### config.mk
export PLATFORM = sky130hd
export DESIGN_NAME = trap_entry_ctrl
export DESIGN_NICKNAME = d
export VERILOG_FILES = /design/src/rtl/trap_pkg.sv /design/src/rtl/trap_route.sv /design/src/rtl/trap_vector.sv /design/src/rtl/trap_entry_ctrl.sv
export SDC_FILE = /design/constraint.sdc
export NUM_CORES = 1
export LEC_CHECK = 0
export BUFFER_PORTS_ARGS = -buffer_cell sky130_fd_sc_hd__buf_2
export CORE_AREA = 2 2 170 172
export CTS_CLUSTER_SIZE = 30
export DETAILED_ROUTE_END_ITERATION = 12
export DIE_AREA = 0 0 172 174
export SLEW_MARGIN = 5
export SYNTH_ARGS = -nofsm -noshare
export SYNTH_HDL_FRONTEND = slang
export SYNTH_HIERARCHICAL = 1
export SYNTH_SLANG_ARGS = --single-unit
export TNS_END_PERCENT = 50
### constraint.sdc
create_clock -name clk -period 7.99 [get_ports clk]
set_input_delay 0.3995 -clock clk [delete_from_list [all_inputs] [get_ports clk]]
set_output_delay 0.3995 -clock clk [all_outputs]
set_load 0.02 [all_outputs]
### src/rtl/trap_pkg.sv
// trap_pkg: shared privilege encoding and cause classification for the
// trap entry controller. Assumes 2-bit privilege codes with 2 reserved.
package trap_pkg;

    typedef enum logic [1:0] {
        PRIV_USER  = 2'd0,
        PRIV_SUPV  = 2'd1,
        PRIV_RSVD  = 2'd2,
        PRIV_MACH  = 2'd3
    } priv_e;

    localparam int unsigned ENV_CALL_CODE = 8;

    // True for exception codes that report the faulting address
    function automatic logic code_keeps_addr(input int unsigned code);
        case (code)
            0, 1, 4, 5, 6, 7, 12, 13, 15: code_keeps_addr = 1'b1;
            default:                      code_keeps_addr = 1'b0;
        endcase
    endfunction

endpackage

### src/rtl/trap_route.sv
// trap_route: picks the handling level for a trap request, rewrites the
// environment-call code by privilege and decides whether the trap value
// keeps the faulting address. Purely combinational. Assumes CODE_W is
// wide enough to index XLEN mask bits plus one overflow bit.
module trap_route
    import trap_pkg::*;
#(
    parameter int XLEN   = 32,
    parameter int CODE_W = 6
) (
    input  priv_e              priv,
    input  logic               is_irq,
    input  logic [CODE_W-1:0]  code_in,
    input  logic [XLEN-1:0]    exc_mask,
    input  logic [XLEN-1:0]    irq_mask,
    output logic [CODE_W-1:0]  code_out,
    output logic               go_supv,
    output logic               keep_addr
);
    localparam int IDX_W = $clog2(XLEN);

    logic             env_call;
    logic [XLEN-1:0]  sel_mask;
    logic             in_range;
    logic             mask_hit;

    // Rewrite the environment-call code: 8 + privilege encoding
    always_comb begin
        env_call = !is_irq && (code_in == CODE_W'(ENV_CALL_CODE));
        code_out = env_call ? code_in + CODE_W'(priv) : code_in;
    end

    // Delegation lookup in the mask that matches the trap kind
    always_comb begin
        sel_mask  = is_irq ? irq_mask : exc_mask;
        in_range  = (32'(code_out) < 32'(XLEN));
        mask_hit  = in_range && sel_mask[code_out[IDX_W-1:0]];
        go_supv   = (priv != PRIV_MACH) && mask_hit;
        keep_addr = !is_irq && code_keeps_addr(32'(code_out));
    end

endmodule

### src/rtl/trap_vector.sv
// trap_vector: forms the handler address from a vector base. Bits 1:0 of
// the base select the dispatch mode; mode 1 adds code*4 for interrupts
// only. Combinational; assumes code*4 fits inside XLEN.
module trap_vector #(
    parameter int XLEN   = 32,
    parameter int CODE_W = 6
) (
    input  logic [XLEN-1:0]   vec_base,
    input  logic              is_irq,
    input  logic [CODE_W-1:0] code,
    output logic [XLEN-1:0]   target_pc
);
    logic            spread;
    logic [XLEN-1:0] offset;

    // Handler address = aligned base plus optional per-cause slot
    always_comb begin
        spread    = is_irq && (vec_base[1:0] == 2'b01);
        offset    = spread ? XLEN'({code, 2'b00}) : '0;
        target_pc = {vec_base[XLEN-1:2], 2'b00} + offset;
    end

endmodule

### src/rtl/trap_entry_ctrl.sv
// trap_entry_ctrl: applies one trap request per cycle to the privilege,
// enable stacks and per-level saved PC, cause and trap value registers.
// Assumes trap_valid and ld_valid are single-cycle pulses; a trap wins
// over a load in the same cycle. All updates land on the next clock edge.
module trap_entry_ctrl
    import trap_pkg::*;
#(
    parameter int XLEN   = 32,
    parameter int CODE_W = 6
) (
    input  logic              clk,
    input  logic              rst_n,
    input  logic              trap_valid,
    input  logic              trap_async,
    input  logic [CODE_W-1:0] trap_code,
    input  logic [XLEN-1:0]   trap_addr,
    input  logic [XLEN-1:0]   trap_pc,
    input  logic              ld_valid,
    input  logic [1:0]        ld_priv,
    input  logic              ld_sie,
    input  logic              ld_mie,
    input  logic [XLEN-1:0]   exc_deleg,
    input  logic [XLEN-1:0]   irq_deleg,
    input  logic [XLEN-1:0]   s_vec_base,
    input  logic [XLEN-1:0]   m_vec_base,
    output logic [1:0]        cur_priv,
    output logic              s_ie,
    output logic              s_pie,
    output logic              s_pp,
    output logic              m_ie,
    output logic              m_pie,
    output logic [1:0]        m_pp,
    output logic [XLEN-1:0]   s_epc,
    output logic [XLEN-1:0]   s_cause,
    output logic [XLEN-1:0]   s_tval,
    output logic [XLEN-1:0]   m_epc,
    output logic [XLEN-1:0]   m_cause,
    output logic [XLEN-1:0]   m_tval,
    output logic [XLEN-1:0]   handler_pc
);
    localparam int PAD_W = XLEN - 1 - CODE_W;

    priv_e             priv_q;
    logic [CODE_W-1:0] eff_code;
    logic              to_supv;
    logic              keep_addr;
    logic [XLEN-1:0]   cause_word;
    logic [XLEN-1:0]   tval_word;
    logic [XLEN-1:0]   base_sel;
    logic [XLEN-1:0]   next_pc;
    priv_e             ld_priv_fix;

    trap_route #(.XLEN(XLEN), .CODE_W(CODE_W)) u_route (
        .priv      (priv_q),
        .is_irq    (trap_async),
        .code_in   (trap_code),
        .exc_mask  (exc_deleg),
        .irq_mask  (irq_deleg),
        .code_out  (eff_code),
        .go_supv   (to_supv),
        .keep_addr (keep_addr)
    );

    trap_vector #(.XLEN(XLEN), .CODE_W(CODE_W)) u_vec (
        .vec_base  (base_sel),
        .is_irq    (trap_async),
        .code      (eff_code),
        .target_pc (next_pc)
    );

    // Build the cause word, trap value and vector base for the chosen level
    always_comb begin
        cause_word  = {trap_async, {PAD_W{1'b0}}, eff_code};
        tval_word   = keep_addr ? trap_addr : '0;
        base_sel    = to_supv ? s_vec_base : m_vec_base;
        ld_priv_fix = (ld_priv == 2'd2) ? PRIV_USER : priv_e'(ld_priv);
    end

    // Privilege and enable stack: trap entry first, then state load
    always_ff @(posedge clk) begin
        if (!rst_n) begin
            priv_q <= PRIV_MACH;
            s_ie   <= 1'b0;
            s_pie  <= 1'b0;
            s_pp   <= 1'b0;
            m_ie   <= 1'b0;
            m_pie  <= 1'b0;
            m_pp   <= 2'd0;
        end else if (trap_valid) begin
            if (to_supv) begin
                s_pie  <= s_ie;
                s_pp   <= priv_q[0];
                s_ie   <= 1'b0;
                priv_q <= PRIV_SUPV;
            end else begin
                m_pie  <= m_ie;
                m_pp   <= priv_q;
                m_ie   <= 1'b0;
                priv_q <= PRIV_MACH;
            end
        end else if (ld_valid) begin
            priv_q <= ld_priv_fix;
            s_ie   <= ld_sie;
            m_ie   <= ld_mie;
        end
    end

    // Per-level trap record registers and the handler address
    always_ff @(posedge clk) begin
        if (!rst_n) begin
            s_epc      <= '0;
            s_cause    <= '0;
            s_tval     <= '0;
            m_epc      <= '0;
            m_cause    <= '0;
            m_tval     <= '0;
            handler_pc <= '0;
        end else if (trap_valid) begin
            handler_pc <= next_pc;
            if (to_supv) begin
                s_epc   <= trap_pc;
                s_cause <= cause_word;
                s_tval  <= tval_word;
            end else begin
                m_epc   <= trap_pc;
                m_cause <= cause_word;
                m_tval  <= tval_word;
            end
        end
    end

    assign cur_priv = priv_q;

endmodule

==> results of run 1 <==
-- through the flow --
stage                     area (µm²)  hold WS, ns  instances  utilization [%]
after floorplan                 9920        0.531       1170                -
after CTS                      12100        0.181       1843             43.0
after detailed placement       11500        0.442       1811             40.8
after global placement         11500        0.437       1811             40.8
final                          12200        0.207       1848             43.0
after global routing           12200        0.194       1848             43.0
-- logic make-up (layout without fill, tap and decap cells) --
family	count (synthesis)	in the layout	synth area share, %
adder cells (fa/ha/maj)	9	9	1.31
buffers and inverters	149	438	9.94
AO/OA/AOI/OAI	221	221	17.6
XOR/XNOR	28	28	2.52
other	2	57	0.0772
AND/OR/NAND/NOR	445	445	22.0
multiplexers	83	83	8.96
flip-flops	183	183	37.7
-- registers in the layout (all words and copies together), names as in the netlist, 7 cells and up --
register and flops:
s_cause 7, s_epc 32, s_tval 32, m_cause 7, m_tval 32, m_epc 32
handler_pc 32
-- cell type report --
cell class	instances	area [µm²]	share of cell area [%]
inverters	8	33.8	0.278
repair buffers	398	2020	16.6
clock inverters	15	200	1.65
diodes	5	12.5	0.103
clock buffers	17	425	3.50
flip-flops and latches	183	3660	30.1
multi-input cells	838	5320	43.8
well taps	384	480	3.95
-- cell usage in the layout (no fill, tap or decap), types with 3 or more instances in the layout --
cell type  netlist  final
conb_1           2     52
clkinv_8         0      6
buf_4           61     10
a21oi_1         15     15
nand2b_1         4      3
a211oi_2         3      3
and3_1           5      5
nand2_1        249    249
and2_1           7      7
xor2_1          18     18
nand4_1          6      6
nor2_1          20     20
and4_1           3      3
xnor2_1         10     10
inv_12           0      3
nor4_1          10     10
mux2i_1         50     50
inv_1            6      6
clkbuf_16        0     17
a211oi_1        10     10
mux2_2          32     32
nor3_1           4      4
ha_1             7      7
or3_1            4      4
nand3_1         72     72
dfxtp_1        183    183
a221o_1          3      3
nor2b_1         33     33
o21ai_0          5      5
nor3b_1          3      3
diode_2          0      5
a21boi_1        72     72
a21boi_0        75     75
buf_2           25    388
nand2_2          3      3
a2bb2oi_1        3      3
-- power by group --
| part | switching (W) | total (W) | internal, W |
|---|---|---|---|
| clock | 0.000449 | 0.000882 | 0.000433 |
| combinational | 0.000227 | 0.000366 | 0.000139 |
| sequential | 0.0000168 | 0.000959 | 0.000942 |
| total | 0.000692 | 0.00221 | 0.00151 |
-- routing by layer --
| metal | vias to the layer above | global-route usage, % | wire (µm) |
|---|---|---|---|
| li1 | 4390 | - | - |
| met1 | 4177 | 25.0 | 13100 |
| met2 | 335 | 32.7 | 14500 |
| met3 | 46 | 4.55 | 2280 |
| met4 | 2 | 7.32 | 745 |
| met5 | - | 0 | 16 |
-- worst paths after layout --
check	start	endpoint	slack [ns]	cells past startpoint
hold / removal	trap_pc[20]	m_epc[20]$_SDFFE_PN0P_	0.21	3
setup / recovery	cur_priv[0]$_SDFFE_PN1P_	handler_pc[18]$_SDFFE_PN0P_	1.70	21
hold reg to reg	m_epc[21]$_SDFFE_PN0P_	m_epc[21]$_SDFFE_PN0P_	0.45	2
setup reg to reg	cur_priv[0]$_SDFFE_PN1P_	handler_pc[18]$_SDFFE_PN0P_	1.70	21
-- worst max-delay path: cells and delay by family (launching register included) --
family	cells	cell delay, ns
muxes	3	0.65
DFF	1	0.56
xor gates and xnor gates	1	0.18
adders and majority gates	4	1.24
and+or+nand+nor	6	1.38
buffers and inverters	2	0.22
AOI/OAI and AO/OA	5	1.96
==> Implementation_results.wiki, run 1 <==
{| class="wikitable"
! Metric !! Value
|-
| Min-Delay Path Class || input pin to flip-flop
|-
| Worst Path Max Fanout || 14
|-
| Number of vias per cell after detailed routing || 4.84
|-
| Number of synthesized register bits || 183
|-
| Crit path required time || 8.36 ns
|-
| Cell chain of the critical path || ha_1, fa_1, and4bb_1, a21oi_4, inv_4, mux2i_1, a221o_1, or3_1, a2111oi_4, mux2_2, nor2_1, and2_1, ha_1, inv_1, fa_1, and2b_1, o2111ai_2, a211oi_1, xor2_1, mux2i_1, nor2b_1
|-
| Total routed wirelength || 30700 µm
|-
| Syn Std Cell Area || 9730 µm²
|-
| Top cell types by occurrence after synthesis || nand2_1 (249), dfxtp_1 (183), a21boi_0 (75)
|-
| Share of final-layout standard cells stronger than drive strength 1 || 33.8%
|-
| Fraction of synthesis flops using an asynchronous set or reset pin || 0%
|-
| CTS HTree Levels || 4
|-
| Average wire per standard cell || 16.6 µm
|-
| Leakage power of the design || 5.46 nW
|-
| Number of global-route vias before repair || 8356
|-
| Most frequently used cell type in the post-synthesis netlist || nand2_1
|-
| Buffer depth of the longest clock path || 2
|-
| Worst slew pin tran || 0.959 ns
|-
| Share of the cycle needed by the critical path after routing || 78.7%
|-
| Rel. slew slack || 36.1%
|-
| Final critical-path setup slack || 1.70 ns
|-
| Number of antenna violations at the first check in global routing || 6
|-
| Aggregate negative setup slack || 0 ns
|-
| TritonCTS buffer count || 17
|-
| Final period demand of the worst path || 6.29 ns
|-
| Sequential element share of the synthesized area || 37.7%
|-
| Placeable Area || 28200 µm²
|-
| Number of pins with negative max-slew slack in the final report || 0
|-
| Pin count of the biggest net entering global routing || 109
|-
| Starting density of the core || 34.5%
|-
| Number of setup violations in the final report || 0
|-
| Global-route usage over all layers || 19.8%
|-
| Ys flop type || dfxtp_1
|-
| Area growth from synthesis to layout || 24.9%
|-
| Total number of clock tree sinks || 183
|-
| Result of the run || completed
|-
| Post-synth EDFFs || 0
|-
| Mean area per synthesized cell || 8.69 µm²
|-
| Arrival time of the worst setup path || 6.65 ns
|-
| Die Footprint || 29900 µm²
|-
| Number of buffers added to fix hold violations after cts || 0
|-
| Setup repair after global routing missed its margin || no
|-
| Most area-consuming cells after synthesis || dfxtp_1 (38%), nand2_1 (9.6%), a21boi_0 (5.8%)
|-
| Number of search-and-repair iterations in the first detailed-routing pass || 5
|-
| Latest clock arrival within the worst-skew pair || 0.43 ns
|-
| Floorplan die height || 174 µm
|-
| Root buffer cell || clkbuf_16
|-
| Crit start category || flip-flop
|-
| Clock-pin slew on the worst setup and hold paths || 0.09 ns
|-
| Antenna-violating nets left || 0
|-
| Power density cells || 182 nW/µm²
|-
| Fin. Hold Viols || 0
|-
| Final clock skew || 0.0149 ns
|-
| Critical path start-end classification || flip-flop to flip-flop
|-
| Final global-route overflow total || 0
|-
| I/O pin cnt || 440
|-
| Clock tree from TritonCTS || built
|-
| Total number of vias || 8950
|-
| Slowest cell on the critical path || a2111oi_4
|-
| Layout net count || 1662
|-
| Nature of the critical path endpoint || flip-flop
|-
| Timing-limited maximum frequency || 159 MHz
|-
| Worst supply voltage drop on vdd || 0.128 mV
|-
| Number of maximum-capacitance constraint violations || 0
|-
| Gate count of the mapped netlist || 1120
|-
| First-pass GRT wire length || 46700 µm
|-
| Number of input and output port buffers inserted || 389
|-
| Worst slack at placement || 1.38 ns
|-
| Fillers || 2953
|-
| 1st-iter DRT viols || 574
|-
| Design Power || 0.00221 W
|-
| Number of remaining DRC errors || 0
|-
| Number of resized instances in the post-cts repair step || 0
|-
| Global placement routability congestion || 0.870
|-
| Row count || 62
|-
| Post CTS Setup Buffer Count || 0
|-
| Largest area contributor in the synthesized netlist || dfxtp_1
|-
| Distinct cell type count of the synthesized netlist || 83
|-
| Dpl hpwl || 22000 µm
|-
| Area share of the largest cell type after synthesis || 37.7%
|-
| Stage delay of the slowest cell on the critical path || 0.65 ns
|-
| Horiz. Die Dim || 172 µm
|-
| Yosys warnings || 6
|}
No activity file was read; power rests on OpenSTA's default activity.
==> run 2: changes to the inputs <==
- CORE_AREA: 2 2 170 172 -> 2 2 173 175
- DIE_AREA: 0 0 172 174 -> 0 0 175 177
- clock period: 7.99 -> 5.16 ns (I/O delays scaled with it)
==> run 2 against run 1 <==
- wire length is 3.2% higher
- largest cell class unchanged
- critical path depth grew 2
- setup slack lost 1.7 ns
- sequential power grew 54%
- critical endpoint is now handler_pc[24]$_SDFFE_PN0P_
- die area up 3.5%
- utilization is 0.68 points higher
- highest routed layer is now met4
- non-clock buffer count increased by 46
- largest power group unchanged
==> Implementation_results.wiki, run 2 (synthesized netlist as in run 1, its figures left out) <==
{| class="wikitable"
! Metric !! Value
|-
| Result of the run || completed
|-
| First-pass GRT wire length || 48600 µm
|-
| Number of input and output port buffers inserted || 389
|-
| Combinational share of power || 18.1%
|-
| Commonest cells after routing, fill and taps aside || buf_2 (388), nand2_1 (247), dfxtp_1 (182), a21boi_0 (75)
|-
| Dpl hpwl || 23200 µm
|-
| Rel. slew slack || 32.4%
|-
| Total inserted antenna cells || 0
|-
| Clock tree from TritonCTS || built
|-
| Buffer depth of the longest clock path || 2
|-
| Number of search-and-repair iterations in the first detailed-routing pass || 5
|-
| Leakage power of the design || 5.73 nW
|-
| Cell chain of the critical path || ha_4, fa_1, and4bb_1, a21oi_4, inv_4, mux2i_1, a221o_1, or3_4, a2111oi_4, buf_4, mux2_4, nor2_4, and2_4, ha_4, inv_2, fa_2, and2b_2, o2111ai_4, buf_12, a211oi_4, xor2_1, mux2i_1, nor2b_1
|-
| Layout net count || 1708
|-
| Pin count of the biggest net entering global routing || 96
|-
| Horiz. Die Dim || 175 µm
|-
| CTS HTree Levels || 4
|-
| Number of global-route vias before repair || 8698
|-
| Die Footprint || 31000 µm²
|-
| Root buffer cell || clkbuf_16
|-
| Number of setup violations in the final report || 0
|-
| Switching part of the total power || 31.1%
|-
| Start point of the critical path || cur_priv[0]$_SDFFE_PN1P_
|-
| Fin. Hold Viols || 0
|-
| Final period demand of the worst path || 5.16 ns
|-
| Critical path start-end classification || flip-flop to flip-flop
|-
| Crit start category || flip-flop
|-
| Worst Path Max Fanout || 6
|-
| Area growth from synthesis to layout || 31.4%
|-
| Number of buffers added to fix hold violations after cts || 0
|-
| Number of antenna violations at the first check in global routing || 0
|-
| Row count || 63
|-
| Internal power summed over all cells || 0.00237 W
|-
| Final clock skew || 0.0163 ns
|-
| Number of pins with negative max-slew slack in the final report || 0
|-
| Crit path required time || 5.52 ns
|-
| Total routed wirelength || 31700 µm
|-
| Timing-limited maximum frequency || 194 MHz
|-
| Design Power || 0.00344 W
|-
| Stage delay of the slowest cell on the critical path || 0.45 ns
|-
| Clock-pin slew on the worst setup and hold paths || 0.08 ns
|-
| Worst supply voltage drop on vdd || 0.201 mV
|-
| Total number of vias || 9163
|-
| I/O pin cnt || 440
|-
| Nature of the critical path endpoint || flip-flop
|-
| Latest clock arrival within the worst-skew pair || 0.43 ns
|-
| Origin of the critical flop-to-flop path || cur_priv[0]$_SDFFE_PN1P_
|-
| TritonCTS buffer count || 17
|-
| Final global-route overflow total || 0
|-
| Worst slack at placement || -0.156 ns
|-
| Share of final-layout standard cells stronger than drive strength 1 || 37.5%
|-
| 1st-iter DRT viols || 553
|-
| Starting density of the core || 33.3%
|-
| Start point of the worst hold path || trap_pc[15]
|-
| Number of maximum-capacitance constraint violations || 0
|-
| Average wire per standard cell || 16.7 µm
|-
| Setup repair after global routing missed its margin || yes
|-
| Floorplan die height || 177 µm
|-
| Global placement routability congestion || 0.901
|-
| Global-route usage over all layers || 19.7%
|-
| Arrival time of the worst setup path || 5.51 ns
|-
| Most common library cell in the layout ignoring fill and taps || buf_2
|-
| Slowest cell on the critical path || fa_1
|-
| Final critical-path setup slack || 0.00278 ns
|-
| Number of vias per cell after detailed routing || 4.84
|-
| Portion of total power attributed to the clock network || 38.8%
|-
| Part of the total power dissipated in sequential elements || 43.1%
|-
| Number of remaining DRC errors || 0
|-
| Antenna-violating nets left || 0
|-
| Min-Delay Path Class || input pin to flip-flop
|-
| Switching power || 0.00107 W
|-
| Total number of clock tree sinks || 183
|-
| Share of the cycle needed by the critical path after routing || 99.9%
|-
| Worst slew pin tran || 1.01 ns
|-
| Power density cells || 269 nW/µm²
|-
| Placeable Area || 29200 µm²
|}
## run 2: cell types whose count changed in the layout (fill, tap and decap cells not counted), moves of 3 or more
cell	delta
buf_12	+6
a211oi_1	-5
ha_1	-6
buf_4	+38
inv_8	+3
a211oi_2	+3
diode_2	-5
ha_4	+6
## run 2: worst paths after layout
check,endpoint,slack (ns),cells past startpoint
max,handler_pc[24]$_SDFFE_PN0P_,0.003,23
min,s_epc[15]$_SDFFE_PN0P_,0.07,3
max reg2reg,handler_pc[24]$_SDFFE_PN0P_,0.003,23
min reg2reg,m_epc[30]$_SDFFE_PN0P_,0.45,2
## run 2: final cells by class
class,count,area (µm²)
Fill cell,3006,16500
Multi-Input combinational cell,838,5530
Sequential cell,183,3670
Timing Repair Buffer,444,2460
Tap cell,390,488
Clock buffer,17,425
Clock inverter,15,176
Inverter,8,33.8
## run 2: critical path: cells and delay by family (launching register included)
family / cells / cell delay (ns)
multiplexers: 3 / 0.52
flip-flops: 1 / 0.36
adder cells (fa/ha/maj): 4 / 1.06
AND/OR/NAND/NOR: 6 / 1.25
XOR/XNOR: 1 / 0.16
buffers and inverters: 4 / 0.49
AO/OA/AOI/OAI: 5 / 1.24
## run 2: what timing repair did
item / 4_1_cts / 5_1_grt
buffers inserted: 7 / 2
cloned: 1 / 0
resized for setup: 14 / 19
hold endpoints to repair: 0 / 0
endpoints found under the setup margin: 14 / 24
pin swaps: 17 / 17
## run 2: per-stage QoR
stage	cell area [µm²]	instances	setup TNS [ns]	hold slack, ns	utilization, %
after floorplan	9970	1170	-0.478	0.393	-
after global placement	11900	1853	-0.0385	0.438	40.7
after detailed placement	11900	1853	-1.25	0.442	40.7
after CTS	12600	1893	-0.255	0.0460	43.2
after global routing	12800	1895	-2.15	0.0492	43.7
final	12800	1895	0	0.0722	43.7
## run 2: routing by layer
| layer | up-vias | wire length, µm | global-route usage [%] | part of all wire, % |
|---|---|---|---|---|
| li1 | 4474 | - | - | - |
| met1 | 4293 | 13500 | 25.0 | 43 |
| met2 | 344 | 15100 | 32.9 | 48 |
| met3 | 52 | 2050 | 4.23 | 6.5 |
| met4 | 0 | 1000 | 7.74 | 3.2 |
| met5 | - | 0 | 0 | 0 |
## run 2: power by group through the flow
stage / sequential, W / clock (W) / combinational (W)
detailed placement: 0.00152 / 0 / 0.000601
global route: 0.00149 / 0.00144 / 0.000674
finish: 0.00148 / 0.00134 / 0.000622
floorplan: 0.00157 / 0 / 0.000342
global placement: 0.00152 / 0 / 0.000598
CTS: 0.00148 / 0.00138 / 0.000612
